===== src/rtl/cbt_pkg.sv =====
package cbt_pkg;
  // Content of the read-only array, computed from the word index.
  function automatic logic [15:0] cbt_rom_word(input logic [31:0] k);
    logic [31:0] prod;
    prod = k * 32'd257;
    return prod[15:0] ^ 16'h5A00;
  endfunction
endpackage


===== src/rtl/cbt_strobe_sync.sv =====
module cbt_strobe_sync #(
  parameter int             W       = 4,
  parameter logic [W-1:0]   RST_VAL = '0
) (
  input  logic         clk,
  input  logic         rst_n,
  input  logic [W-1:0] async_i,
  output logic [W-1:0] lvl_o,
  output logic [W-1:0] rise_o,
  output logic [W-1:0] fall_o
);
  logic [W-1:0] meta_q, sync_q, dly_q;

  always_ff @(posedge clk or negedge rst_n) begin
    if (!rst_n) begin
      meta_q <= RST_VAL;
      sync_q <= RST_VAL;
      dly_q  <= RST_VAL;
    end else begin
      meta_q <= async_i;
      sync_q <= meta_q;
      dly_q  <= sync_q;
    end
  end

  assign lvl_o  = dly_q;
  assign rise_o = sync_q & ~dly_q;
  assign fall_o = ~sync_q & dly_q;
endmodule


===== src/rtl/cbt_addr_tracker.sv =====
module cbt_addr_tracker #(
  parameter int         IDX_W     = 9,
  parameter int         BURST_MAX = 256,
  parameter logic [7:0] SEL_TAG   = 8'h10,
  localparam int        CNT_W     = $clog2(BURST_MAX + 1)
) (
  input  logic             clk,
  input  logic             rst_n,
  input  logic [15:0]      ad_s,
  input  logic             frame_lvl,
  input  logic             frame_fall,
  input  logic             upper_lvl,
  input  logic             upper_fall,
  input  logic             step,
  output logic [IDX_W-1:0] idx,
  output logic             sel,
  output logic             exhausted,
  output logic [CNT_W-1:0] burst_cnt
);
  localparam logic [CNT_W-1:0] CAP = CNT_W'(BURST_MAX);

  logic [31:0]      addr_q;
  logic [CNT_W-1:0] cnt_q;

  always_ff @(posedge clk or negedge rst_n) begin
    if (!rst_n) begin
      addr_q <= '0;
      cnt_q  <= '0;
    end else begin
      if (step) begin
        addr_q <= addr_q + 32'd2;
        cnt_q  <= cnt_q + 1'b1;
      end
      if (upper_fall && frame_lvl) addr_q[31:16] <= ad_s;
      if (frame_fall && !upper_lvl) begin
        addr_q[15:0] <= ad_s;
        cnt_q        <= '0;
      end
    end
  end

  assign idx       = addr_q[IDX_W:1];
  assign sel       = (addr_q[31:24] == SEL_TAG);
  assign exhausted = (cnt_q == CAP);
  assign burst_cnt = cnt_q;
endmodule


===== src/rtl/cbt_rom.sv =====
module cbt_rom #(
  parameter int  WORDS = 512,
  localparam int IDX_W = $clog2(WORDS)
) (
  input  logic             clk,
  input  logic             rst_n,
  input  logic             en,
  input  logic [IDX_W-1:0] idx,
  output logic [15:0]      data_q
);
  import cbt_pkg::*;

  always_ff @(posedge clk or negedge rst_n) begin
    if (!rst_n)  data_q <= '0;
    else if (en) data_q <= cbt_rom_word(32'(idx));
  end
endmodule


===== src/rtl/cart_bus_target.sv =====
module cart_bus_target #(
  parameter int         ROM_WORDS = 512,
  parameter int         BURST_MAX = 256,
  parameter logic [7:0] SEL_TAG   = 8'h10,
  localparam int        IDX_W     = $clog2(ROM_WORDS),
  localparam int        CNT_W     = $clog2(BURST_MAX + 1)
) (
  input  logic        clk,
  input  logic        rst_n,
  input  logic        frame_stb_i,
  input  logic        upper_stb_i,
  input  logic        rd_n_i,
  input  logic        wr_n_i,
  input  logic [15:0] ad_i,
  output logic [15:0] ad_o,
  output logic        ad_oe_o
);
  // bit order of the synchronised strobe vector
  localparam int B_FRAME = 0;
  localparam int B_UPPER = 1;
  localparam int B_RD    = 2;
  localparam int B_WR    = 3;

  logic [3:0]       stb_lvl, stb_rise, stb_fall;
  logic [15:0]      ad_m, ad_s;
  logic [IDX_W-1:0] idx;
  logic             sel, exhausted, start, oe_q, served_rise;
  logic [CNT_W-1:0] burst_cnt;

  cbt_strobe_sync #(.W(4), .RST_VAL(4'b1100)) u_sync (
    .clk    (clk),
    .rst_n  (rst_n),
    .async_i({wr_n_i, rd_n_i, upper_stb_i, frame_stb_i}),
    .lvl_o  (stb_lvl),
    .rise_o (stb_rise),
    .fall_o (stb_fall)
  );

  // AD delayed by the same two stages as the strobes
  always_ff @(posedge clk or negedge rst_n) begin
    if (!rst_n) begin
      ad_m <= '0;
      ad_s <= '0;
    end else begin
      ad_m <= ad_i;
      ad_s <= ad_m;
    end
  end

  cbt_addr_tracker #(.IDX_W(IDX_W), .BURST_MAX(BURST_MAX), .SEL_TAG(SEL_TAG)) u_trk (
    .clk       (clk),
    .rst_n     (rst_n),
    .ad_s      (ad_s),
    .frame_lvl (stb_lvl[B_FRAME]),
    .frame_fall(stb_fall[B_FRAME]),
    .upper_lvl (stb_lvl[B_UPPER]),
    .upper_fall(stb_fall[B_UPPER]),
    .step      (served_rise),
    .idx       (idx),
    .sel       (sel),
    .exhausted (exhausted),
    .burst_cnt (burst_cnt)
  );

  assign start       = stb_fall[B_RD] && stb_lvl[B_WR] && sel && !exhausted;
  assign served_rise = stb_rise[B_RD] && oe_q;

  always_ff @(posedge clk or negedge rst_n) begin
    if (!rst_n)              oe_q <= 1'b0;
    else if (start)          oe_q <= 1'b1;
    else if (stb_rise[B_RD]) oe_q <= 1'b0;
  end

  cbt_rom #(.WORDS(ROM_WORDS)) u_rom (
    .clk   (clk),
    .rst_n (rst_n),
    .en    (start),
    .idx   (idx),
    .data_q(ad_o)
  );

  assign ad_oe_o = oe_q;
endmodule


===== config.mk =====
export PLATFORM = sky130hd
export DESIGN_NAME = cart_bus_target
export DESIGN_NICKNAME = d
export VERILOG_FILES = /design/src/rtl/cbt_pkg.sv /design/src/rtl/cbt_strobe_sync.sv /design/src/rtl/cbt_addr_tracker.sv /design/src/rtl/cbt_rom.sv /design/src/rtl/cart_bus_target.sv
export SDC_FILE = /design/constraint.sdc
export NUM_CORES = 1
export LEC_CHECK = 0
export BUFFER_PORTS_ARGS = -buffer_cell sky130_fd_sc_hd__buf_2
export CELL_PAD_IN_SITES_DETAIL_PLACEMENT = 0
export CELL_PAD_IN_SITES_GLOBAL_PLACEMENT = 1
export CORE_UTILIZATION = 47
export DETAILED_ROUTE_END_ITERATION = 12
export PLACE_DENSITY_LB_ADDON = 0.1
export RECOVER_POWER = 25
export SETUP_SLACK_MARGIN = 0.1
export SYNTH_ARGS = -nofsm -noshare
export SYNTH_HDL_FRONTEND = slang
export SYNTH_SLANG_ARGS = --single-unit

===== constraint.sdc =====
create_clock -name clk -period 2.1 [get_ports clk]
set_clock_uncertainty 0.15 [all_clocks]
set_input_delay 0.315 -clock clk [delete_from_list [all_inputs] [get_ports clk]]
set_output_delay 0.315 -clock clk [all_outputs]
set_load 0.02 [all_outputs]

Word level (Yosys, flattened, before mapping):

Index checks and enable logic that the tools add are counted.

* add/subtract/negate cells: 2
* reduce and logical (&&, ||, !) cells: 11
* bitwise operators: 5
* multiplexer cells: 7
* equality and inequality tests: 2
* multiply operators: 1

Operators with widths (number)
* $add 32x2->32 const B: 1
* $mux 16: 2
* $mux 32: 1
* $mux 9: 2
* $mul 9x9->16 const B: 1
* $add 9x1->9 const B: 1
* $eq 9x9->1 const B: 1
* $eq 8x5->1 const B: 1
* $and 3x3->3: 2
* $logic_and 1x1->1: 6
* $not 3->3: 2
* $reduce_bool 2->1: 3
* $not 4->4: 1
* $logic_not 1->1: 2
* $mux 1: 2

* bits in registers: 102

Depth between registers and ports, before layout:

Gate-level depths: netlist of the first run.

* word-level depth: 6
* depth in mapped cells: 7
* depth with buffers taken out: 7

Cells and area by module:

A second synthesis of the first run with hierarchy kept.

* cell total of the unflattened synthesis: 376
* area total of the unflattened synthesis: 4286.6 µm²

By module, submodules not included
* cbt_addr_tracker: times used 1, area each 2362.3 µm², cells each 269, seq. area each 1001.0 µm²
* cart_bus_target: times used 1, area each 853.3 µm², cells each 37, seq. area each 825.8 µm²
* cbt_rom: times used 1, area each 693.2 µm², cells each 50, seq. area each 400.4 µm²
* cbt_strobe_sync: times used 1, area each 377.9 µm², cells each 20, seq. area each 307.8 µm²

Least setup slack after synthesis of the first run:

No wires, ideal clock.

* path type: reg-to-reg
* start: register u_sync.sync_q[2]
* end: register u_trk.cnt_q[7] (netlist: u_trk.burst_cnt[7])
* data required time: 1.872 ns
* data arrival time: 1.607 ns
* period minus slack after synthesis: 1.835 ns
* cell stages (with the launch flop): 6
* setup slack: 0.265 ns
* library setup time: 0.078 ns
* path through: dfstp_2 > and3b_1 > buf_2 > nand4_1 > or3_1 > a21oi_1

* cells in the longest elaborated chain, start to end: 3

RTL lines
* from (decl): RTL line cbt_strobe_sync.sv:12 `logic [W-1:0] meta_q, sync_q, dly_q;`
* from (signal assigned): RTL line cbt_strobe_sync.sv:21 `sync_q <= meta_q;`
* $and 3x3->3: RTL line cbt_strobe_sync.sv:27 `assign rise_o = sync_q & ~dly_q;`
* $logic_and 1x1->1: RTL line cart_bus_target.sv:66 `assign served_rise = stb_rise[B_RD] && oe_q;`
* $reduce_bool 2->1 (no source line)
* to (signal assigned): RTL line cbt_addr_tracker.sv:32 `cnt_q <= cnt_q + 1'b1;`
* to (decl): RTL line cbt_addr_tracker.sv:23 `logic [CNT_W-1:0] cnt_q;`

No other way between the ends.
A chain may end at the register's enable or synchronous reset.

Worst setup path in the final report of the first run:

* start: register u_sync.sync_q[2]
* end: register u_trk.addr_q[24]

* cells in the longest elaborated chain, start to end: 3

RTL lines
* $and 3x3->3: RTL line cbt_strobe_sync.sv:27
* $logic_and 1x1->1: RTL line cart_bus_target.sv:66
* $reduce_bool 2->1 (no source line)
* to (signal assigned): RTL line cbt_addr_tracker.sv:31 `addr_q <= addr_q + 32'd2;`
* to (signal assigned): RTL line cbt_addr_tracker.sv:34 `if (upper_fall && frame_lvl) addr_q[31:16] <= ad_s;`
* to (decl): RTL line cbt_addr_tracker.sv:22 `logic [31:0] addr_q;`

No other way between the ends.

==> results of run 1 <==
[per-layer routing]
| layer | global-route usage | share of wire |
|---|---|---|
| met5 | 0 | 0 |
| met4 | 0.06716 | 0.011 |
| met3 | 0.04265 | 0.029 |
| met2 | 0.3310 | 0.46 |
| met1 | 0.2793 | 0.50 |
[state kept, by name, indices dropped and copies added, names as in the netlist]
| register | cells |
|---|---|
| u_trk.addr_q | 31 |
| ad_m | 16 |
| ad_s | 16 |
| u_rom.data_q | 16 |
| u_trk.burst_cnt | 9 |
| u_sync.lvl_o | 4 |
| u_sync.meta_q | 4 |
| u_sync.sync_q | 4 |
| ad_oe_o | 1 |
[Yosys cell counts, types with 3 or more instances]
| cell | count |
|---|---|
| nand3_1 | 7 |
| buf_2 | 5 |
| nor4_2 | 8 |
| xor2_1 | 17 |
| a21oi_1 | 3 |
| o21ai_1 | 10 |
| clkbuf_1 | 8 |
| o21ai_0 | 24 |
| nand4_1 | 12 |
| mux2_2 | 13 |
| inv_1 | 6 |
| and3_1 | 5 |
| and4_1 | 7 |
| dfstp_2 | 6 |
| xnor2_1 | 23 |
| nor2_1 | 16 |
| nor3_1 | 6 |
| dfrtp_1 | 95 |
| nand2_1 | 56 |
| ha_1 | 7 |
[cells in the final DEF (no fill, tap or decap), types with 3 or more instances in the layout]
master / instances
xnor2_1: 23
o21ai_0: 24
nand3_1: 7
and4_1: 7
dfrtp_1: 94
nor3_1: 6
dlygate4sd3_1: 21
a21oi_1: 3
nand4_1: 12
nor4_2: 8
buf_4: 19
clkbuf_8: 10
nand2_1: 56
dfstp_2: 6
xor2_1: 17
o21ai_1: 10
nor2_1: 14
inv_1: 6
ha_1: 7
mux2_2: 13
and3_1: 5
buf_2: 37
[repair_timing]
action	in CTS	in global routing
hold endpoints to repair	44	0
setup buffers	0	2
gates resized for setup	0	4
hold buffers	21	0
setup endpoints to repair	0	21
[layout make-up]
| type | count | share of cell area |
|---|---|---|
| Tap cell | 108 | 0.02677 |
| Sequential cell | 101 | 0.5025 |
| Multi-Input combinational cell | 234 | 0.3106 |
| Inverter | 6 | 0.004462 |
| Timing Repair Buffer | 80 | 0.1155 |
| Clock inverter | 6 | 0.01289 |
| Clock buffer | 10 | 0.02727 |
[worst max-delay path, delay by kind of cell (launching register included)]
family        cells  cell delay, ps
xor+xnor          1             100
mux               1             270
flops             1             580
simple gates      3             780
[kinds of logic after synthesis]
| kind of cell | Yosys count |
|---|---|
| AO/OA/AOI/OAI | 39 |
| XOR/XNOR | 40 |
| adder cells (fa/ha/maj) | 7 |
| buffers and inverters | 20 |
| flip-flops | 101 |
| multiplexers | 14 |
| AND/OR/NAND/NOR | 134 |
[power groups by stage]
stage / combinational, uW / clock [uW] / sequential [uW]
2_1_floorplan: 232 / 0 / 2330
3_3_place_gp: 471 / 0 / 2320
3_5_place_dp: 479 / 0 / 2320
4_1_cts: 510 / 1280 / 2280
5_1_grt: 565 / 1340 / 2310
6_report: 503 / 1230 / 2290
[final timing paths]
| path | from | end | cells after the start |
|---|---|---|---|
| max | u_sync.sync_q[2]$_DFF_PN1_ | u_trk.addr_q[24]$_DFFE_PN0P_ | 5 |
| min | ad_m[11]$_DFF_PN0_ | ad_s[11]$_DFF_PN0_ | 0 |
| max reg2reg | u_sync.sync_q[2]$_DFF_PN1_ | u_trk.addr_q[24]$_DFFE_PN0P_ | 5 |
| min reg2reg | ad_m[11]$_DFF_PN0_ | ad_s[11]$_DFF_PN0_ | 0 |
| max in group asynchronous | rst_n | u_sync.lvl_o[2]$_DFF_PN1_ | 3 |
| min in group asynchronous | rst_n | u_rom.data_q[12]$_DFFE_PN0P_ | 2 |
[per-stage QoR]
stage          total power, uW    util  hold slack (ps)  setup WS [ps]  cells
2_1_floorplan             2565       -           -130.6          265.1    355
5_1_grt                   4221  0.5816            202.3          58.08    545
3_5_place_dp              2798  0.5311            102.3          145.4    506
3_3_place_gp              2786  0.5311            103.1          168.8    506
6_report                  4020  0.5816            198.2          130.8    545
4_1_cts                   4069  0.5787            202.3          121.0    543
==> results.py, run 1 <==
metrics = {
    "floorplanning": {
        "die_h_um": 96.23,
        "initial_utilization": 0.4808,
        "core_area_um2": 8678,
        "core.rowCount": 34,
        "die_w_um": 96.23,
        "dieArea_um2": 9259,
        "io_pins": 39,
    },
    "clocking": {
        "cts_made_buffers": 9,
        "htree_levels": 3,
        "clkTransAtPathRegs_ps": 110,
        "clk_latency_ps": 370,
        "root_buffer": "clkbuf_8",
        "cts_tree": "done",
        "clockBufferDepth": 2,
        "cts_sinks": 101,
    },
    "timing": {
        "slew_headroom": 0.5340,
        "tns_ps": 0,
        "min_period_ps": 1969,
        "hold_viol_final": 0,
        "tightestPinTransition_ps": 699.1,
        "drv_slew": 0,
        "setup_viol": 0,
        "fmax_ghz": 0.5078,
        "post-route-period-util": 0.9377,
        "rsz0062_at_grt": "yes",
    },
    "synthesis": {
        "ys_types": 36,
        "synth_area_leaders": "dfrtp_1 57%, nand2_1 5.0%, xnor2_1 4.8%, dfstp_2 3.8%, xor2_1 3.6%",
        "async_flop_share": 1.000,
        "yosys_most_used_dff": "dfrtp_1",
        "synth_mux_area_frac": 0.03748,
        "syn_area_um2": 4173,
        "synth-edff-count": 0,
        "synth_area_per_cell_um2": 11.75,
        "yosys.area.top_type": "dfrtp_1",
        "ys_warn_count": 0,
        "synthAdderAreaFrac": 0.02099,
        "yosys.area_share.simple": 0.1802,
        "syn_inst": 355,
        "synth_top_family_by_area": "simple AND/OR/NAND/NOR gates",
        "ys_ff_latch": 101,
        "ys_seq_area_frac": 0.6075,
        "synth_xor_area_frac": 0.08396,
        "synth_compound_area_frac": 0.04858,
        "netlist.area_leader.share": 0.5697,
        "synth_nets": 384,
    },
    "route": {
        "wl_um": 8418,
        "drtIter0Drc": 113,
        "via_count": 2805,
        "drtPass1Iterations": 4,
        "wire_per_inst_um": 15.45,
        "viasPerCell": 5.147,
        "detail-route-antenna-nets": 0,
        "drc": 0,
    },
    "layout": {
        "area_growth_pct": 20.96,
        "num_antenna_cells": 0,
        "drive_gt1_frac": 0.2609,
        "multiInputGateArea_um2": 1568,
        "nets": 461,
        "seqCellArea_um2": 2536,
        "fillCellCount": 760,
        "stdcell_area_um2": 5047,
    },
    "run": {
        "max_cap_violations": 0,
    },
    "pwr": {
        "internal_power_uw": 2860,
        "p_switching_uw": 1160,
        "pwr-share-clk": 0.306,
        "p_per_area_nw_per_um2": 796.5,
        "swShare": 0.2886,
        "p_leak_uw": 0.002232,
        "irDropWorstVdd_v": 0.0005215,
        "p_seq_frac": 0.569,
        "combinationalPowerShare": 0.125,
    },
    "global_routing": {
        "grt_first_pass_wirelength_um": 13870,
        "track_usage": 0.2062,
        "grt.overflow.total": 0,
        "grt_max_degree": 51,
        "grt_pass1_vias": 2761,
        "antenna_found_initial": 0,
    },
    "critical_path": {
        "crit_chain": "and3b_1 > nand4_4 > nor4_2 > xor2_1 > mux2_2",
        "path_class": "flip-flop to flip-flop",
        "cp_data_required_time_ps": 2220,
        "worstPathArrival_ps": 2090,
        "critPathSlowestCell": "dfstp_2",
        "critPathCaptureType": "flip-flop",
        "start_kind": "flip-flop",
        "regToRegSetupSlack_ps": 130,
        "crit_fanout": 11,
        "cp_slowest_stage_delay_ps": 580,
    },
    "placement": {
        "io_buffers": 38,
        "hpwl_um": 5814,
        "postPlaceCellArea_um2": 4609,
        "finalWeightedCongestion": 0.8888,
    },
    "status": {
        "status": "complete, no violations",
    },
    "min_path": {
        "min_path_type": "flip-flop to flip-flop",
    },
}
Power figures use the tool's default switching activity.
==> run 2, diff against run 1 <==
Settings changed: ABC_AREA set to 1, CORE_UTILIZATION 47 to 45, SYNTH_HIERARCHICAL set to 1.
==> run 2 against run 1 <==
Die area increased by 20%; count of clock-buffer cells in the layout increased by 1; highest routed layer unchanged; largest cell class unchanged; critical endpoint is now u_rom/data_q[12]$_DFFE_PN0P_; fmax increased by 3.4%; core utilization decreased by 4.0 points.
==> results.py, run 2 <==
metrics = {
    "layout": {
        "area_growth_pct": 16.22,
        "fillCellCount": 1039,
        "nets": 681,
        "seqCellArea_um2": 2536,
        "multiInputGateArea_um2": 1883,
        "drive_gt1_frac": 0.1553,
        "mostFrequentLayoutCells": "181 x nand2_1, 94 x dfrtp_1, 79 x inv_1",
        "largest_reg_flops": 31,
        "fin_cells": 793,
        "final_common_cell": "nand2_1",
        "num_antenna_cells": 0,
        "largest-register": "u_trk/addr_q",
    },
    "timing": {
        "setup_viol": 0,
        "slew_headroom": 0.3520,
        "drv_slew": 0,
        "hold_ws_ps": 193.6,
        "layout_setup_ws_ps": 196.0,
        "rsz0062_at_grt": "no",
        "post-route-period-util": 0.9067,
        "tns_ps": 0,
        "hold_viol_final": 0,
        "fmax_ghz": 0.5252,
        "min_period_ps": 1904,
        "tightestPinTransition_ps": 972.0,
    },
    "clocking": {
        "cts_made_buffers": 9,
        "clk_latency_ps": 380,
        "cts_sinks": 101,
        "root_buffer": "clkbuf_8",
        "htree_levels": 3,
        "cts_tree": "done",
        "clockBufferDepth": 2,
        "clkTransAtPathRegs_ps": 110,
    },
    "synthesis": {
        "syn_inst": 587,
        "synth_area_per_cell_um2": 8.228,
        "syn_area_um2": 4830,
        "ys_warn_count": 6,
        "synth_nets": 616,
    },
    "critical_path": {
        "cp_data_required_time_ps": 2220,
        "worstPathArrival_ps": 2020,
        "start_kind": "flip-flop",
        "path_class": "flip-flop to flip-flop",
        "critPathLaunch": "u_trk/addr_q[9]$_DFFE_PN0P_",
        "rr_startpoint": "u_trk/addr_q[9]$_DFFE_PN0P_",
        "crit_fanout": 5,
        "critPathCaptureType": "flip-flop",
    },
    "placement": {
        "dp_cells": 756,
        "finalWeightedCongestion": 0.8641,
        "hpwl_um": 8261,
        "post-place-ws_ps": 52.60,
        "io_buffers": 38,
    },
    "floorplanning": {
        "core_area_um2": 10370,
        "dieArea_um2": 11150,
        "die_h_um": 105.6,
        "die_w_um": 105.6,
        "initial_utilization": 0.4657,
        "core.rowCount": 37,
        "io_pins": 39,
    },
    "route": {
        "via_count": 3860,
        "drtIter0Drc": 227,
        "wl_um": 11340,
        "wire_per_inst_um": 14.30,
        "drtPass1Iterations": 4,
        "viasPerCell": 4.868,
        "drc": 0,
        "detail-route-antenna-nets": 0,
    },
    "min_path": {
        "min_path_type": "flip-flop to flip-flop",
        "min-delay-start": "ad_m[14]$_DFF_PN0_",
    },
    "run": {
        "max_cap_violations": 0,
    },
    "pwr": {
        "p_leak_uw": 0.002860,
        "irDropWorstVdd_v": 0.0006037,
        "power.total_uw": 4292,
        "p_per_area_nw_per_um2": 764.7,
    },
    "global_routing": {
        "antenna_found_initial": 0,
        "grt_max_degree": 39,
        "grt_first_pass_wirelength_um": 18930,
        "track_usage": 0.2262,
        "grt_pass1_vias": 3673,
        "grt.overflow.total": 0,
    },
    "status": {
        "status": "complete, no violations",
    },
}
[run 2: where the power goes]
group	internal (uW)	leakage (uW)	switching (uW)
registers	2150	0.00125	193
clock network	557	0.0000939	687
logic	277	0.00152	432
total	2980	0.00286	1310
[run 2: area by class of cell]
class	count	area share
clock inverters	5	0.01070
repair buffers	73	0.09229
clock buffers	11	0.02341
inverters	83	0.05595
multi-input cells	384	0.3355
flip-flops and latches	101	0.4519
well taps	136	0.03032
[run 2: path summary, 6_finish.rpt]
path | end | depth (start not counted) | slack [ps]
min in group asynchronous | u_rom/data_q[5]$_DFFE_PN0P_ | 2 | 470
worst max-delay path | u_rom/data_q[12]$_DFFE_PN0P_ | 8 | 200
max in group asynchronous | u_sync/sync_q[3]$_DFF_PN1_ | 3 | 480
worst min register to register | ad_s[14]$_DFF_PN0_ | 0 | 190
worst min-delay path | ad_s[14]$_DFF_PN0_ | 0 | 190
worst max register to register | u_rom/data_q[12]$_DFFE_PN0P_ | 8 | 200
[run 2: metrics by stage]
step | utilization | cell area (um2)
final | 0.5413 | 5613
after floorplan | - | 4830
after global placement | 0.5002 | 5187
after detailed placement | 0.5002 | 5187
after global routing | 0.5413 | 5613
after CTS | 0.5392 | 5592
[run 2: worst max-delay path, stage by stage, from the launching register on]
cell	delay, ps
dfrtp_2	460
ha_1	200
ha_1	180
ha_1	230
ha_1	210
nand2_1	80
inv_1	60
o21ai_0	170
nand2_1	70
[run 2: routing by layer]
layer | vias to the layer above | global-route usage | routed length (um)
li1 | 1955 | - | -
met5 | - | 0 | 0
met2 | 96 | 0.3261 | 4828
met4 | 0 | 0.09325 | 197
met3 | 15 | 0.03587 | 604
met1 | 1794 | 0.3385 | 5710
[run 2: what timing repair did]
action / 4_1_cts / 5_1_grt
hold buffers: 21 / 0
setup buffers: 0 / 0
setup endpoints to repair: 6 / 27
endpoints found under the hold margin: 55 / 0
resized for setup: 1 / 9
